[src/rtl/mbd_pkg.sv]
package mbd_pkg;
  typedef enum logic [2:0] {
    RG_NONE = 3'd0,
    RG_LO   = 3'd1,
    RG_ROM  = 3'd2,
    RG_BANK = 3'd3,
    RG_DEV  = 3'd4,
    RG_HI   = 3'd5
  } region_t;

  localparam int unsigned TOP_BITS = 4;
endpackage

[src/rtl/mbd_port_latch.sv]
module mbd_port_latch #(
  parameter int unsigned PORT_W     = 16,
  parameter int unsigned BANK_W     = 2,
  parameter logic [15:0] BANK_PORT  = 16'h00F0,
  parameter logic [15:0] HIRAM_PORT = 16'h00F1
) (
  input  logic              clk,
  input  logic              rst_n,
  input  logic              io_wr,
  input  logic [PORT_W-1:0] port,
  input  logic [BANK_W-1:0] wdata,
  output logic [BANK_W-1:0] bank_sel,
  output logic              hiram_en
);
  localparam logic [PORT_W-1:0] BANK_ADR  = PORT_W'(BANK_PORT);
  localparam logic [PORT_W-1:0] HIRAM_ADR = PORT_W'(HIRAM_PORT);

  logic hit_bank, hit_hiram;
  assign hit_bank  = io_wr && (port == BANK_ADR);
  assign hit_hiram = io_wr && (port == HIRAM_ADR);

  always_ff @(posedge clk or negedge rst_n) begin
    if (!rst_n) begin
      bank_sel <= '0;
      hiram_en <= 1'b0;
    end else begin
      if (hit_bank)  bank_sel <= wdata;
      if (hit_hiram) hiram_en <= wdata[0];
    end
  end
endmodule

[src/rtl/mbd_region.sv]
module mbd_region
  import mbd_pkg::*;
(
  input  logic [TOP_BITS-1:0] top,
  input  logic                hiram_en,
  output region_t             region
);
  // Priority: low RAM / ROM / bank window / device / default high RAM.
  always_comb begin
    if (!top[3])                    region = RG_LO;
    else if (top[3:1] == 3'b111)    region = RG_ROM;
    else if (top[3:1] == 3'b100)    region = RG_BANK;
    else if (!top[2] && !top[0])    region = RG_DEV;
    else if (hiram_en)              region = RG_HI;
    else if (top[2])                region = RG_ROM;
    else                            region = RG_NONE;
  end
endmodule

[src/rtl/mbd_enable.sv]
module mbd_enable
  import mbd_pkg::*;
#(
  parameter int unsigned NUM_BANKS = 4,
  parameter int unsigned BANK_W    = 2
) (
  input  logic                 active,
  input  region_t              region,
  input  logic [BANK_W-1:0]    bank_sel,
  output logic                 ram_lo_n,
  output logic                 ram_hi_n,
  output logic                 rom_n,
  output logic                 dev_n,
  output logic [NUM_BANKS-1:0] bank_n
);
  assign ram_lo_n = !(active && region == RG_LO);
  assign ram_hi_n = !(active && region == RG_HI);
  assign rom_n    = !(active && region == RG_ROM);
  assign dev_n    = !(active && region == RG_DEV);

  for (genvar i = 0; i < NUM_BANKS; i++) begin : g_bank
    assign bank_n[i] = !(active && region == RG_BANK && bank_sel == BANK_W'(i));
  end
endmodule

[src/rtl/memmap_bank_decode.sv]
module memmap_bank_decode
  import mbd_pkg::*;
#(
  parameter int unsigned ADDR_W     = 20,
  parameter int unsigned PORT_W     = 16,
  parameter int unsigned NUM_BANKS  = 4,
  parameter logic [15:0] BANK_PORT  = 16'h00F0,
  parameter logic [15:0] HIRAM_PORT = 16'h00F1,
  localparam int unsigned BANK_W    = $clog2(NUM_BANKS)
) (
  input  logic                 clk,
  input  logic                 rst_n,
  input  logic                 cyc,
  input  logic                 is_mem,
  input  logic                 wr,
  input  logic [ADDR_W-1:0]    addr,
  input  logic [BANK_W-1:0]    wdata,
  output logic                 ram_lo_n,
  output logic                 ram_hi_n,
  output logic                 rom_n,
  output logic                 dev_n,
  output logic [NUM_BANKS-1:0] bank_n
);
  logic [BANK_W-1:0] bank_sel;
  logic              hiram_en;
  logic              io_wr;
  region_t           region;

  assign io_wr = cyc && !is_mem && wr;

  mbd_port_latch #(
    .PORT_W(PORT_W), .BANK_W(BANK_W),
    .BANK_PORT(BANK_PORT), .HIRAM_PORT(HIRAM_PORT)
  ) u_latch (
    .clk(clk), .rst_n(rst_n), .io_wr(io_wr),
    .port(addr[PORT_W-1:0]), .wdata(wdata),
    .bank_sel(bank_sel), .hiram_en(hiram_en)
  );

  mbd_region u_region (
    .top(addr[ADDR_W-1 -: TOP_BITS]), .hiram_en(hiram_en), .region(region)
  );

  mbd_enable #(.NUM_BANKS(NUM_BANKS), .BANK_W(BANK_W)) u_enable (
    .active(cyc && is_mem), .region(region), .bank_sel(bank_sel),
    .ram_lo_n(ram_lo_n), .ram_hi_n(ram_hi_n), .rom_n(rom_n),
    .dev_n(dev_n), .bank_n(bank_n)
  );
endmodule

[config.mk]
export PLATFORM = sky130hd
export DESIGN_NAME = memmap_bank_decode
export DESIGN_NICKNAME = d
export VERILOG_FILES = /design/src/rtl/mbd_pkg.sv /design/src/rtl/mbd_port_latch.sv /design/src/rtl/mbd_region.sv /design/src/rtl/mbd_enable.sv /design/src/rtl/memmap_bank_decode.sv
export SDC_FILE = /design/constraint.sdc
export NUM_CORES = 1
export LEC_CHECK = 0
export ABC_AREA = 1
export BUFFER_PORTS_ARGS = -buffer_cell sky130_fd_sc_hd__buf_2
export CORE_AREA = 2 2 39 41
export CTS_BUF_LIST = sky130_fd_sc_hd__clkbuf_8
export DETAILED_ROUTE_END_ITERATION = 7
export DIE_AREA = 0 0 41 43
export PLACE_DENSITY = 0.68
export SYNTH_ARGS = -nofsm -noshare
export SYNTH_HDL_FRONTEND = slang
export SYNTH_HIERARCHICAL = 1
export SYNTH_SLANG_ARGS = --single-unit
[constraint.sdc]
create_clock -name clk -period 1.7 [get_ports clk]
set_clock_uncertainty 0.2 [all_clocks]
set_input_delay 0.255 -clock clk [delete_from_list [all_inputs] [get_ports clk]]
set_output_delay 0.255 -clock clk [all_outputs]
set_load 0.01 [all_outputs]
==> impl_metrics.ini, run 1 <==
[critical_path]
start_kind = flop
critPathMostFrequentCell = inv_2
reg2reg_to = u_latch/hiram_en
endpoint_kind = output pin
arrival_ns = 1.29
worstSetupPathType = reg2out
reg2reg_slack_ns = 0.76
crit_chain = inv_2 -> nor2_2 -> o2bb2ai_2 -> nand2_1 -> inv_2 -> nand3_1 -> buf_2
r2r_cells = 3
slowest_stage = dfrtp_1
slowest_delay_ns = 0.39
reg2reg_from = u_latch/hiram_en
crit_fanout = 4
worstPathRequired_ns = 1.24

[sta]
worst_slew_pin_slew_ns = 0.218
finalHoldViolations = 0
period_needed_ns = 1.74
tns_ns = -0.158
drv_slew = 0
max_freq_mhz = 574
setup_violations = 5
worst_slack_ns = -0.0417
finalCritPeriodShare_pct = 102
rsz0062_at_grt = true
slew_headroom_pct = 85.5

[yosys]
yosysMostFrequentCell = nand2_1
ys.flop_type = dfrtp_1
yosys.cell_types.count = 12
ys_ff_latch = 3
netlist_area_um2 = 447
synth-edff-count = 0
ys_seq_area_share_pct = 16.8
synth_nets = 115
synth_top_area_share_pct = 20.2
syn_area_per_cell_um2 = 5.08
yosys.area.top_type = nand2_1
syn_inst = 88
ys_top_cells_by_count = nand2_1, nor2_1, inv_1, nand3_1, nand4_1
yosysWarnings = 6
async_flop_share_pct = 100
synthTopCellsByArea = nand2_1, nor2_1, dfrtp_1

[clocking]
cts_made_buffers = 3
ctsHtreeMaxLevel = 1
cts-root-buf = clkbuf_8
cts_sinks = 3
path_clk_slew_ns = 0.03
clk_latency_ns = 0.21
clockBufferDepth = 2
cts_tree = done

[power]
netSwitchingPower_mw = 0.0964
p_sw_share_pct = 26.6
share_comb_of_total_power_pct = 24.5
clkPwrFrac_pct = 55.7
cellPowerDensity_mw_per_mm2 = 509
power_mw = 0.362
vdd_drop_max_mv = 0.239
p_leak_nw = 0.392
seqPwrFrac_pct = 19.9
power.internal_mw = 0.266

[route]
m1WireLength_um = 541
first_iter_violations = 9
vias = 642
wl_per_cell_um = 8.75
topRoutingLayerUsed = met3
avgViaCountPerCell = 4.46
wirelength_um = 1260
wl_met2_um = 580
drc_errors = 0
dr_wl_met3_um = 138
detail-route-antenna-nets = 0
firstDrtPassIters = 4

[placement]
port-buffer-count = 34
gp_congestion = 0.713
dp_hpwl_um = 1000
pre_cts_ws_ns = 0.0947

[layout]
drive_above_1_share_pct = 38.3
nets = 156
antennaDiodeCount = 0
fillers = 157
syn2layout_area_growth_pct = 59.1

[floorplanning]
initial_core_util_pct = 32.3
num_rows = 14
fp.dieH_um = 43
die_width_um = 41
ios = 35
core_area_mm2 = 0.00138
dieArea_mm2 = 0.00176

[hold_path]
min_to = u_latch/bank_sel[1]
holdCritPathClass = in2reg
min_path_cells = 3
hp-start = wdata[1]

[grt]
track_usage_pct = 15.0
grt-ovfl-total = 0
grt_pass1_wl_um = 1880
grt_max_degree = 7
grt_pass1_vias = 504
antenna_found_initial = 0

[run_status]
status = complete, but fails checks
violations = setup timing

[flow_run]
max-cap-violations = 0
## how the worst max path moves through the flow
stage,startpoint,end,slack (ns),depth (start not counted)
5_1_grt,u_latch/hiram_en,bank_n[2],-0.11,7
4_1_cts,u_latch/hiram_en,bank_n[0],-0.04,7
3_5_place_dp,u_latch/hiram_en,bank_n[0],0.09,7
2_1_floorplan,u_latch/hiram_en,bank_n[1],0.28,6
3_3_place_gp,addr[18],ram_hi_n,0.12,8
6_report,u_latch/hiram_en,bank_n[0],-0.04,7
## logic make-up after synthesis
kind of cell	Yosys count	synth area share, %
AND/OR/NAND/NOR	65	64.7
buffers and inverters	17	14.3
flip-flops	3	16.8
AO/OA/AOI/OAI	3	4.20
## registers in the layout, indices dropped and copies added (netlist names)
signal / count
u_latch/bank_sel: 2
u_latch/hiram_en: 1
## per-layer routing
layer / up-vias / GRT usage (%)
li1: 350 / -
met1: 257 / 16.8
met2: 35 / 27.2
met3: 0 / 0.524
met4: 0 / 6.00
met5: - / 0
## power groups by stage
stage | sequential, mW | clock (mW) | combinational, mW
after floorplan | 0.0727 | 0 | 0.0378
after global placement | 0.0727 | 0 | 0.0823
after detailed placement | 0.0727 | 0 | 0.0833
after CTS | 0.0719 | 0.206 | 0.0880
after global routing | 0.0719 | 0.208 | 0.101
final | 0.0719 | 0.202 | 0.0886
## critical path: cells and delay by family, from the launching register on
family / cells / cell delay (ns)
flip-flops: 1 / 0.39
AND/OR/NAND/NOR: 3 / 0.21
buffers and inverters: 3 / 0.30
AO/OA/AOI/OAI: 1 / 0.17
## stage by stage
step                cells  instance area (µm²)  hold WS (ns)  utilization, %
floorplan              88                  447        -0.241               -
global placement      138                  637        -0.145            46.0
detailed placement    138                  637        -0.143            46.0
CTS                   144                  711         0.113            51.4
global route          144                  711         0.129            51.4
finish                144                  711         0.113            51.4
## area by class of cell
type                    instances  area, µm²  area share (%)
well taps                      16       20.0            2.82
inverters                      17       63.8            8.98
multi-input cells              68        319            44.9
repair buffers                 36        188            26.4
clock buffers                   3       41.3            5.81
clock inverters                 1       3.75           0.528
flip-flops and latches          3       75.1            10.6
## repair_timing
item,4_1_cts,5_1_grt
endpoints found under the hold margin,3,0
buffers inserted,1,0
resized for setup,5,0
pin swaps,3,2
hold buffers,1,0
endpoints found under the setup margin,8,8
## placed cells by master, fill, tap and decap left out
cell type / count
buf_2: 34
nand2_1: 24
nor2_1: 19
inv_1: 15
nand3_1: 11
nor2_2: 5
nand4_1: 4
clkbuf_8: 3
inv_2: 3
dfrtp_1: 3
o21ai_1: 2
dlygate4sd3_1: 1
nor2_4: 1
nand3_2: 1
buf_4: 1
o2bb2ai_2: 1
No activity file was read; power rests on OpenSTA's default activity.
==> inputs of run 2 (changes only) <==
==> constraint.sdc (replaced) <==
create_clock -name clk -period 2.1 [get_ports clk]
set_clock_uncertainty 0.2 [all_clocks]
set_input_delay 0.315 -clock clk [delete_from_list [all_inputs] [get_ports clk]]
set_output_delay 0.315 -clock clk [all_outputs]
set_load 0.01 [all_outputs]
==> run 2 against run 1 <==
Net effect: critical endpoint is now bank_n[3]; register-to-register slack improved by 0.49 ns; the run now ends clean; via count decreased by 2.5%; critical path type unchanged; utilization decreased by 1.4 points; power decreased by 19%; clock power fell by 18%.
==> impl_metrics.ini, run 2 (synthesized netlist as in run 1, its figures left out) <==
[critical_path]
arrival_ns = 1.38
start_kind = flop
worstSetupPathType = reg2out
critPathMostFrequentCell = inv_1
worstPathRequired_ns = 1.58
cp_num_buf_inv = 3
path_delay_family = flip-flops
crit_fanout = 4
slowest_delay_ns = 0.39
endpoint_kind = output pin
slowest_stage = dfrtp_1
crit_chain = inv_1 -> nor2_1 -> o2bb2ai_1 -> nand2_1 -> inv_1 -> nand3_1 -> buf_2

[grt]
grt-ovfl-total = 0
grt_max_degree = 7
grt_pass1_wl_um = 1710
track_usage_pct = 14.1
grt_pass1_vias = 468
antenna_found_initial = 0

[route]
m1WireLength_um = 487
first_iter_violations = 11
wl_met2_um = 483
wirelength_um = 1110
dr_wl_met3_um = 141
drc_errors = 0
vias = 626
wl_per_cell_um = 7.78
avgViaCountPerCell = 4.38
topRoutingLayerUsed = met3
detail-route-antenna-nets = 0
firstDrtPassIters = 4

[sta]
max_freq_mhz = 527
worst_slack_ns = 0.202
finalHoldViolations = 0
slew_headroom_pct = 79.4
period_needed_ns = 1.90
drv_slew = 0
setup_violations = 0
tns_ns = 0
rsz0062_at_grt = false
worst_slew_pin_slew_ns = 0.308
finalCritPeriodShare_pct = 90.4

[layout]
final_cell_count_no_fill = 143
drive_above_1_share_pct = 33.9
top_register = u_latch/bank_sel
antennaDiodeCount = 0
final_common_cell = buf_2
reg_top3 = u_latch/bank_sel: 2 flops, u_latch/hiram_en: 1 flops
nets = 155
largest_reg_flops = 2
final_cell_mix = buf_2, nand2_1, nor2_1, inv_1, nand3_1
syn2layout_area_growth_pct = 54.9

[floorplanning]
fp.dieH_um = 43
num_rows = 14
initial_core_util_pct = 32.3
die_width_um = 41
dieArea_mm2 = 0.00176
core_area_mm2 = 0.00138
ios = 35

[power]
vdd_drop_max_mv = 0.177
cellPowerDensity_mw_per_mm2 = 422
p_leak_nw = 0.387

[placement]
pre_cts_ws_ns = 0.393
dp_hpwl_um = 950
gp_congestion = 0.730
port-buffer-count = 34
placed_cells = 138

[clocking]
path_clk_slew_ns = 0.03
clk_latency_ns = 0.22
cts-root-buf = clkbuf_8
clockBufferDepth = 2
cts_tree = done
cts_made_buffers = 3
postCtsSetupRepairBufs = 0
cts_sinks = 3
ctsHtreeMaxLevel = 1

[hold_path]
holdCritPathClass = in2reg

[flow_run]
max-cap-violations = 0

[run_status]
status = finished clean
## run 2: power breakdown
group | switching (mW) | leakage (nW) | internal [mW]
clock network | 0.0405 | 0.0269 | 0.125
logic | 0.0369 | 0.319 | 0.0313
registers | 0.00000635 | 0.0419 | 0.0582
## run 2: worst reg2reg max path, delay by kind of cell (launching register included)
family / cells / cell delay (ns)
flip-flops: 1 / 0.41
AND/OR/NAND/NOR: 2 / 0.13
## run 2: path summary, 6_finish.rpt
path | start | endpoint | slack [ns] | depth (start not counted)
worst max register to register | u_latch/bank_sel[0] | u_latch/bank_sel[0] | 1.25 | 2
worst min-delay path | wdata[1] | u_latch/bank_sel[1] | 0.17 | 3
min in group asynchronous | rst_n | u_latch/bank_sel[0] | 0.23 | 2
max in group asynchronous | rst_n | u_latch/bank_sel[1] | 1.36 | 2
worst min register to register | u_latch/hiram_en | u_latch/hiram_en | 0.32 | 2
worst max-delay path | u_latch/hiram_en | bank_n[3] | 0.20 | 7
## run 2: final cells by class
type	instances	area (µm²)
Fill cell	140	692
Multi-Input combinational cell	68	308
Timing Repair Buffer	35	180
Sequential cell	3	75.1
Inverter	17	63.8
Clock buffer	3	41.3
Tap cell	16	20.0
Clock inverter	1	3.75
## run 2: metrics by stage
step | instance area, µm² | hold WS, ns | utilization [%] | total power [mW]
after floorplan | 447 | -0.181 | - | 0.0895
after global placement | 637 | -0.0897 | 46.0 | 0.125
after global routing | 692 | 0.194 | 50.0 | 0.313
after detailed placement | 637 | -0.0868 | 46.0 | 0.126
after CTS | 692 | 0.172 | 50.0 | 0.296
final | 692 | 0.172 | 50.0 | 0.292
## run 2: metal layers
metal	up-vias	GRT usage [%]
li1	351	-
met1	242	16.9
met2	33	22.5
met3	0	3.66
met4	0	6.00
met5	-	0
## run 2: what timing repair did
action	4_1_cts	5_1_grt
hold endpoints to repair	3	0
gates resized for setup	0	0
hold buffers	1	0
